==> config.mk <==
export PLATFORM = sky130hd
export DESIGN_NAME = gpu_seq_core
export DESIGN_NICKNAME = d
export VERILOG_FILES = /design/src/rtl/seqcore_pkg.sv /design/src/rtl/seqcore_decode.sv /design/src/rtl/seqcore_alu.sv /design/src/rtl/seqcore_regfile.sv /design/src/rtl/gpu_seq_core.sv
export SDC_FILE = /design/constraint.sdc
export NUM_CORES = 1
export LEC_CHECK = 0
export ABC_AREA = 1
export BUFFER_PORTS_ARGS = -buffer_cell sky130_fd_sc_hd__clkbuf_2
export CAP_MARGIN = 20
export CELL_PAD_IN_SITES_DETAIL_PLACEMENT = 1
export CELL_PAD_IN_SITES_GLOBAL_PLACEMENT = 2
export CORE_AREA = 2 2 205 207
export DETAILED_ROUTE_END_ITERATION = 16
export DIE_AREA = 0 0 207 209
export HOLD_SLACK_MARGIN = 0.06
export PLACE_DENSITY_LB_ADDON = 0.08
export SYNTH_ARGS = -nofsm -noshare
export SYNTH_HDL_FRONTEND = slang
export SYNTH_SLANG_ARGS = --single-unit
==> constraint.sdc <==
create_clock -name clk -period 10 [get_ports clk]
set_clock_uncertainty 0.2 [all_clocks]
set_input_delay 0.5 -clock clk [delete_from_list [all_inputs] [get_ports clk]]
set_output_delay 0.5 -clock clk [all_outputs]
set_load 0.1 [all_outputs]
==> src/rtl/seqcore_pkg.sv <==
// seqcore_pkg: shared encodings for the sequenced compute core.
// Assumes a 16-bit instruction word with four 4-bit fields.
package seqcore_pkg;

    localparam int INSTR_W   = 16;
    localparam int OPC_W     = 4;
    localparam int REG_IDX_W = 4;
    localparam int IMM_W     = 8;

    typedef enum logic [OPC_W-1:0] {
        OPC_NOP   = 4'h0,
        OPC_CONST = 4'h1,
        OPC_ADD   = 4'h2,
        OPC_SUB   = 4'h3,
        OPC_MUL   = 4'h4,
        OPC_DIV   = 4'h5,
        OPC_CMP   = 4'h6,
        OPC_BRN   = 4'h7,
        OPC_BRZ   = 4'h8,
        OPC_BRP   = 4'h9,
        OPC_LOAD  = 4'hA,
        OPC_STORE = 4'hB,
        OPC_RET   = 4'hF
    } opcode_e;

    typedef enum logic [2:0] {
        ST_IDLE,
        ST_FETCH,
        ST_DECODE,
        ST_REQUEST,
        ST_WAIT,
        ST_EXECUTE,
        ST_UPDATE,
        ST_HALT
    } state_e;

    typedef struct packed {
        opcode_e              op;
        logic [REG_IDX_W-1:0] rd;
        logic [REG_IDX_W-1:0] rs;
        logic [REG_IDX_W-1:0] rt;
        logic [IMM_W-1:0]     imm;
        logic                 reg_we;
        logic                 mem_rd;
        logic                 mem_wr;
        logic                 is_cmp;
        logic                 is_branch;
        logic                 is_ret;
    } decoded_t;

endpackage

==> src/rtl/seqcore_decode.sv <==
// seqcore_decode: splits an instruction word into fields and control bits.
// Purely combinational. Opcodes without a defined meaning decode as no-ops.
module seqcore_decode
    import seqcore_pkg::*;
(
    input  logic [INSTR_W-1:0] instr,
    output decoded_t           dec
);

    // Field extraction and per-opcode control flags.
    always_comb begin
        dec     = '0;
        dec.rd  = instr[11:8];
        dec.rs  = instr[7:4];
        dec.rt  = instr[3:0];
        dec.imm = instr[7:0];
        unique case (instr[15:12])
            4'h1: begin dec.op = OPC_CONST; dec.reg_we = 1'b1; end
            4'h2: begin dec.op = OPC_ADD;   dec.reg_we = 1'b1; end
            4'h3: begin dec.op = OPC_SUB;   dec.reg_we = 1'b1; end
            4'h4: begin dec.op = OPC_MUL;   dec.reg_we = 1'b1; end
            4'h5: begin dec.op = OPC_DIV;   dec.reg_we = 1'b1; end
            4'h6: begin dec.op = OPC_CMP;   dec.is_cmp = 1'b1; end
            4'h7: begin dec.op = OPC_BRN;   dec.is_branch = 1'b1; end
            4'h8: begin dec.op = OPC_BRZ;   dec.is_branch = 1'b1; end
            4'h9: begin dec.op = OPC_BRP;   dec.is_branch = 1'b1; end
            4'hA: begin dec.op = OPC_LOAD;  dec.reg_we = 1'b1; dec.mem_rd = 1'b1; end
            4'hB: begin dec.op = OPC_STORE; dec.mem_wr = 1'b1; end
            4'hF: begin dec.op = OPC_RET;   dec.is_ret = 1'b1; end
            default: dec.op = OPC_NOP;
        endcase
    end

endmodule

==> src/rtl/seqcore_alu.sv <==
// seqcore_alu: integer datapath for one instruction.
// Results wrap at W bits, a zero divisor yields zero, and the compare flags
// come from a signed (W+1)-bit difference so that no overflow can occur.
module seqcore_alu
    import seqcore_pkg::*;
#(
    parameter int W = 8
) (
    input  opcode_e        op,
    input  logic [W-1:0]   a,
    input  logic [W-1:0]   b,
    input  logic [W-1:0]   imm,
    output logic [W-1:0]   result,
    output logic [2:0]     nzp
);

    logic signed [W:0] diff;

    // Result selection by opcode.
    always_comb begin
        unique case (op)
            OPC_CONST: result = imm;
            OPC_ADD:   result = a + b;
            OPC_SUB:   result = a - b;
            OPC_MUL:   result = a * b;
            OPC_DIV:   result = (b == '0) ? '0 : a / b;
            default:   result = '0;
        endcase
    end

    // Signed compare flags, N in bit 2, Z in bit 1, P in bit 0.
    always_comb begin
        diff = $signed({a[W-1], a}) - $signed({b[W-1], b});
        if (diff < 0)       nzp = 3'b100;
        else if (diff == 0) nzp = 3'b010;
        else                nzp = 3'b001;
    end

endmodule

==> src/rtl/seqcore_regfile.sv <==
// seqcore_regfile: NREGS x W register file, two combinational read ports,
// one synchronous write port. All entries clear on reset.
module seqcore_regfile #(
    parameter int NREGS = 16,
    parameter int W     = 8,
    localparam int AW   = $clog2(NREGS)
) (
    input  logic          clk,
    input  logic          rst_n,
    input  logic          we,
    input  logic [AW-1:0] waddr,
    input  logic [W-1:0]  wdata,
    input  logic [AW-1:0] raddr_a,
    output logic [W-1:0]  rdata_a,
    input  logic [AW-1:0] raddr_b,
    output logic [W-1:0]  rdata_b
);

    logic [W-1:0] regs_q [NREGS];

    // Storage: reset to zero, then write on request.
    always_ff @(posedge clk) begin
        if (!rst_n) begin
            for (int i = 0; i < NREGS; i++) regs_q[i] <= '0;
        end else if (we) begin
            regs_q[waddr] <= wdata;
        end
    end

    // Read ports.
    assign rdata_a = regs_q[raddr_a];
    assign rdata_b = regs_q[raddr_b];

endmodule

==> src/rtl/gpu_seq_core.sv <==
// gpu_seq_core: six-phase sequenced compute core (fetch, decode, request,
// wait, execute, update). One instruction is in flight at a time. Both
// memories are external and answer through request/ready handshakes; the
// requester holds its outputs until ready is seen.
module gpu_seq_core
    import seqcore_pkg::*;
#(
    parameter int DATA_W = 8,
    parameter int PC_W   = 8
) (
    input  logic                clk,
    input  logic                rst_n,
    input  logic                start,
    output logic                imem_req,
    output logic [PC_W-1:0]     imem_addr,
    input  logic                imem_ready,
    input  logic [INSTR_W-1:0]  imem_data,
    output logic                dmem_req,
    output logic                dmem_we,
    output logic [DATA_W-1:0]   dmem_addr,
    output logic [DATA_W-1:0]   dmem_wdata,
    input  logic                dmem_ready,
    input  logic [DATA_W-1:0]   dmem_rdata,
    output logic                done
);

    localparam int NREGS = 2 ** REG_IDX_W;

    state_e               state_q;
    logic [PC_W-1:0]      pc_q;
    logic [INSTR_W-1:0]   ir_q;
    decoded_t             dec_w, dec_q;
    logic [DATA_W-1:0]    rs_val, rt_val, alu_res, result_q, rdata_q;
    logic [2:0]           alu_nzp, cmp_q, nzp_q;
    logic                 mem_op, take_branch, rf_we;
    logic [DATA_W-1:0]    rf_wdata;

    seqcore_decode i_decode (
        .instr (ir_q),
        .dec   (dec_w)
    );

    seqcore_regfile #(.NREGS(NREGS), .W(DATA_W)) i_regfile (
        .clk     (clk),
        .rst_n   (rst_n),
        .we      (rf_we),
        .waddr   (dec_q.rd),
        .wdata   (rf_wdata),
        .raddr_a (dec_q.rs),
        .rdata_a (rs_val),
        .raddr_b (dec_q.rt),
        .rdata_b (rt_val)
    );

    seqcore_alu #(.W(DATA_W)) i_alu (
        .op     (dec_q.op),
        .a      (rs_val),
        .b      (rt_val),
        .imm    (DATA_W'(dec_q.imm)),
        .result (alu_res),
        .nzp    (alu_nzp)
    );

    // Control decisions taken from the latched decode.
    always_comb begin
        mem_op      = dec_q.mem_rd | dec_q.mem_wr;
        take_branch = ((dec_q.op == OPC_BRN) & nzp_q[2]) |
                      ((dec_q.op == OPC_BRZ) & nzp_q[1]) |
                      ((dec_q.op == OPC_BRP) & nzp_q[0]);
        rf_we       = (state_q == ST_UPDATE) & dec_q.reg_we;
        rf_wdata    = dec_q.mem_rd ? rdata_q : result_q;
    end

    // Phase sequencer and architectural state.
    always_ff @(posedge clk) begin
        if (!rst_n) begin
            state_q  <= ST_IDLE;
            pc_q     <= '0;
            ir_q     <= '0;
            dec_q    <= '0;
            result_q <= '0;
            rdata_q  <= '0;
            cmp_q    <= '0;
            nzp_q    <= '0;
        end else begin
            unique case (state_q)
                ST_IDLE:    if (start) state_q <= ST_FETCH;
                ST_FETCH:   if (imem_ready) begin
                                ir_q    <= imem_data;
                                state_q <= ST_DECODE;
                            end
                ST_DECODE:  begin
                                dec_q   <= dec_w;
                                state_q <= ST_REQUEST;
                            end
                ST_REQUEST: state_q <= ST_WAIT;
                ST_WAIT:    if (!mem_op || dmem_ready) begin
                                if (dec_q.mem_rd) rdata_q <= dmem_rdata;
                                state_q <= ST_EXECUTE;
                            end
                ST_EXECUTE: begin
                                result_q <= alu_res;
                                cmp_q    <= alu_nzp;
                                state_q  <= ST_UPDATE;
                            end
                ST_UPDATE:  begin
                                if (dec_q.is_cmp) nzp_q <= cmp_q;
                                pc_q    <= take_branch ? PC_W'(dec_q.imm) : pc_q + 1'b1;
                                state_q <= dec_q.is_ret ? ST_HALT : ST_FETCH;
                            end
                default:    state_q <= ST_HALT;
            endcase
        end
    end

    // Port drives.
    assign imem_req   = (state_q == ST_FETCH);
    assign imem_addr  = pc_q;
    assign dmem_req   = (state_q == ST_WAIT) & mem_op;
    assign dmem_we    = (state_q == ST_WAIT) & dec_q.mem_wr;
    assign dmem_addr  = rs_val;
    assign dmem_wdata = rt_val;
    assign done       = (state_q == ST_HALT);

    // fetch request held steady while the program store stalls.
    a_r3_fetch_hold: assert property (@(posedge clk) disable iff (!rst_n)
        imem_req && !imem_ready |=> imem_req && $stable(imem_addr));

    // data request and its payload held steady until accepted.
    a_r8_dmem_hold: assert property (@(posedge clk) disable iff (!rst_n)
        dmem_req && !dmem_ready |=> dmem_req && $stable(dmem_addr)
                                 && $stable(dmem_we) && $stable(dmem_wdata));

    // phases after decode follow in fixed order.
    a_r2_phase_order: assert property (@(posedge clk) disable iff (!rst_n)
        state_q == ST_DECODE |=> state_q == ST_REQUEST ##1 state_q == ST_WAIT);

    // execute is always followed by update.
    a_r2_exec_update: assert property (@(posedge clk) disable iff (!rst_n)
        state_q == ST_EXECUTE |=> state_q == ST_UPDATE);

    // at most one compare flag is ever set.
    a_r6_flags_onehot: assert property (@(posedge clk) disable iff (!rst_n)
        $onehot0(nzp_q));

    // flags change only on the update of a compare.
    a_r6_flags_hold: assert property (@(posedge clk) disable iff (!rst_n)
        !(state_q == ST_UPDATE && dec_q.is_cmp) |=> $stable(nzp_q));

    // once done, it stays and no memory request is raised.
    a_r10_done_quiet: assert property (@(posedge clk) disable iff (!rst_n)
        done |=> done && !imem_req && !dmem_req);

endmodule

==> summary.txt <==
Clocking
  – Total clock buffers created by CTS: 26
  – CTS Buffer Depth: 3
  – Clock latency on the worst-skew pair: 550 ps
  – Total number of H-tree levels: 1
  – Clock transition at the registers of the reported paths: 60 ps
  – Root buffer selected by CTS: sky130_fd_sc_hd__clkbuf_16
  – Clock tree from TritonCTS: built
  – Sink Count: 206

Synth
  – Synth cell types: 48
  – Part of the Yosys area used for sequential elements: 39.1%
  – FF+latch count, synth: 206
  – Average cell area after synthesis: 7.60 um2
  – Post-Syn Nets: 1939
  – Ys Warns: 0
  – Area leader, netlist: sky130_fd_sc_hd__edfxtp_1
  – Fraction of post-synthesis cell area in the top cell type by area: 27.8%
  – Leading post-synthesis cells by instance count: sky130_fd_sc_hd__nand2_1 (355), sky130_fd_sc_hd__nor2_1 (243), sky130_fd_sc_hd__inv_1 (240)
  – Number of instances in the synthesized netlist: 1821
  – Asr flop ratio synth: 0%
  – Largest cells by area after synthesis: sky130_fd_sc_hd__edfxtp_1 (28%), sky130_fd_sc_hd__dfxtp_1 (11%), sky130_fd_sc_hd__nand2_1 (9.6%)
  – Cell area after technology mapping: 13800 um2
  – Most repeated cell in the gate-level netlist after synthesis: sky130_fd_sc_hd__nand2_1
  – Dominant synthesized flop cell: sky130_fd_sc_hd__edfxtp_1
  – Number of synthesized flops with an enable pin: 128

Placed design
  – Count of input and output buffers: 56
  – HPWL after DPL: 37.8 mm
  – Pre-CTS setup slack: -761 ps
  – Global placer's final weighted congestion: 0.837

Finish
  – Layout area overhead: 24.7%
  – Antenna cells: 0
  – Share of the core filled with cells in the final layout: 41.8%
  – Final Net Count: 2149
  – Fraction of layout cells with a size suffix above 1: 20.1%

STA
  – Crit path time final: 10560 ps
  – Unrepaired setup endpoints after global routing: true
  – Max-slew violation count: 0
  – Share of the clock period used by the worst path: 106%
  – FMAX: 94.7 MHz
  – Number of hold-slack violations in the final timing report: 0
  – Worst-Margin Slew: 1120 ps
  – Post-route worst setup slack: -565 ps
  – Setup-violating endpoint count in the final report: 1
  – Max transition margin: 24.6%

Global routing
  – Global Route Usage Sum: 23.3%
  – First-pass GRT wire length: 78.1 mm
  – Routing usage on met3: 2.42%
  – Initial antenna violation count: 0
  – Via count of the first global-routing pass: 13.4k
  – Global-route met2 utilization: 39.2%
  – GR met1 Demand/Resource: 32.2%
  – Largest net degree at the start of global routing: 66
  – Total overflow reported by the global router: 0
  – Busiest metal layer after global routing: met2

Min path
  – Hold/Removal Path Class: input port to register

Pwr
  – Post-layout total power: 0.00492 W
  – Peak supply drop: 0.000156 V
  – Switching power share of the total: 42.5%
  – Proportion of power drawn by the clock network: 18.8%
  – Switching Power: 0.00209 W
  – Total power density per cell area: 285 nW/um2
  – Reported leakage power: 7.37 nW
  – Pint: 0.00283 W
  – Part of the power in combinational logic: 61.6%
  – Register share of total power: 19.6%

Worst setup path
  – Critical Path RT: 10180 ps
  – Max incr delay on CP: 390 ps
  – Category of the most critical setup path: register to register
  – Arrival time of the worst setup path: 10740 ps
  – Critical Path End Type: register
  – Max Fanout on Critical Path: 8
  – Critical Path Source Type: register
  – Slowest CP cell: sky130_fd_sc_hd__dfxtp_4
  – Most frequent cell on the critical path: sky130_fd_sc_hd__nand2_2

Floorplan
  – Die footprint: 43300 um2
  – Die Height: 209 um
  – Initial Utilization: 33.5%
  – Placement row count: 75
  – Die outline width: 207 um
  – Area of the placeable core: 41300 um2
  – Top-level I/O count: 57

Drt
  – Wirelength, routed: 50.9 mm
  – Residual DRC count: 0
  – Number of violations reported at the end of detailed-routing iteration 0: 686
  – Initial DRT Pass Iterations: 5
  – Remaining antenna violation count: 0
  – Detailed-route vias per instance: 5.05
  – Detailed-route wire length per cell: 19.7 um
  – Vias post-DR: 13.1k

Flow run
  – Max-cap violations: 0

Run status
  – Result of the run: finished with violations
  – Violations in the final reports: setup timing
[layout by cell type (no fill, tap or decap), types with 27 or more instances in the layout]
master and instances:
sky130_fd_sc_hd__inv_1 233, sky130_fd_sc_hd__ha_1 68, sky130_fd_sc_hd__nor2_1 241, sky130_fd_sc_hd__a21oi_1 101, sky130_fd_sc_hd__clkbuf_2 56, sky130_fd_sc_hd__o21ai_0 106, sky130_fd_sc_hd__clkbuf_16 29, sky130_fd_sc_hd__nand2_2 27
sky130_fd_sc_hd__nand2_1 331, sky130_fd_sc_hd__buf_4 178, sky130_fd_sc_hd__dfxtp_1 74, sky130_fd_sc_hd__edfxtp_1 128, sky130_fd_sc_hd__o211ai_1 55, sky130_fd_sc_hd__nand3_1 153
[worst max-delay path, delay by kind of cell (launching register included)]
| family | cells | cell delay (ps) |
|---|---|---|
| and+or+nand+nor | 40 | 3280 |
| adders and majority gates | 8 | 2200 |
| AOI/OAI and AO/OA | 30 | 3460 |
| DFF | 1 | 390 |
| buffers and inverters | 10 | 880 |
[path summary, 6_finish.rpt]
kind	start	to	slack [ps]	cells past startpoint
max reg2reg	register	result_q[0]	-560	88
max	register	result_q[0]	-560	88
min	dmem_rdata[7]	rdata_q[7]	70	3
min reg2reg	rdata_q[4]	rdata_q[4]	260	2
[per-stage QoR]
stage          setup TNS [ps]  area, um2  std cells  hold slack (ps)
2_1_floorplan            -612      13900       1821              229
3_3_place_gp             -257      15600       2480              252
3_5_place_dp             -761      15600       2480              255
4_1_cts                  -507      16900       2570             60.6
5_1_grt                 -1550      17300       2590             94.0
6_report                 -565      17300       2590             67.5
[per-layer routing]
metal	vias up	wire length, um
li1	6432	-
met1	6401	24400
met2	185	24000
met3	49	1690
met4	0	910
met5	-	0
[power groups by stage]
stage | clock network (W) | logic [W] | registers (W)
3_3_place_gp | 0 | 0.00257 | 0.000983
6_report | 0.000923 | 0.00303 | 0.000964
3_5_place_dp | 0 | 0.00264 | 0.000984
5_1_grt | 0.000976 | 0.00338 | 0.000969
2_1_floorplan | 0 | 0.00170 | 0.000967
4_1_cts | 0.000941 | 0.00284 | 0.000963
[area by class of cell]
type                    count  area [um2]
clock buffers              30         697
multi-input cells        1286        7380
well taps                 539         674
fillers                  5099       24000
inverters                 247         936
clock inverters            18         139
repair buffers            264        2020
flip-flops and latches    206        5420
[cell families (layout without fill, tap and decap cells)]
kind of cell | Yosys count | count (layout) | synth area share [%]
fa+ha+maj | 89 | 89 | 8.81
simple gates | 827 | 827 | 25.8
flops | 206 | 206 | 39.1
compound gates | 338 | 338 | 14.4
xor+xnor | 32 | 32 | 2.03
buf+inv | 329 | 559 | 9.91
[what timing repair did]
item	4_1_cts	5_1_grt
resized for setup	23	50
gates cloned	0	2
setup endpoints to repair	1	2
pin swaps	30	59
setup buffers	25	18
hold endpoints to repair	17	0
hold buffers	17	0
[state kept, by name (all words and copies together), names as in the netlist, named ones only]
name              count
result_q              8
dec_q                21
i_regfile.regs_q    128
imem_addr             8
state_q               3
rdata_q               8
ir_q                 16
nzp_q                 3
cmp_q                 3
No activity file was read; power rests on OpenSTA's default activity.
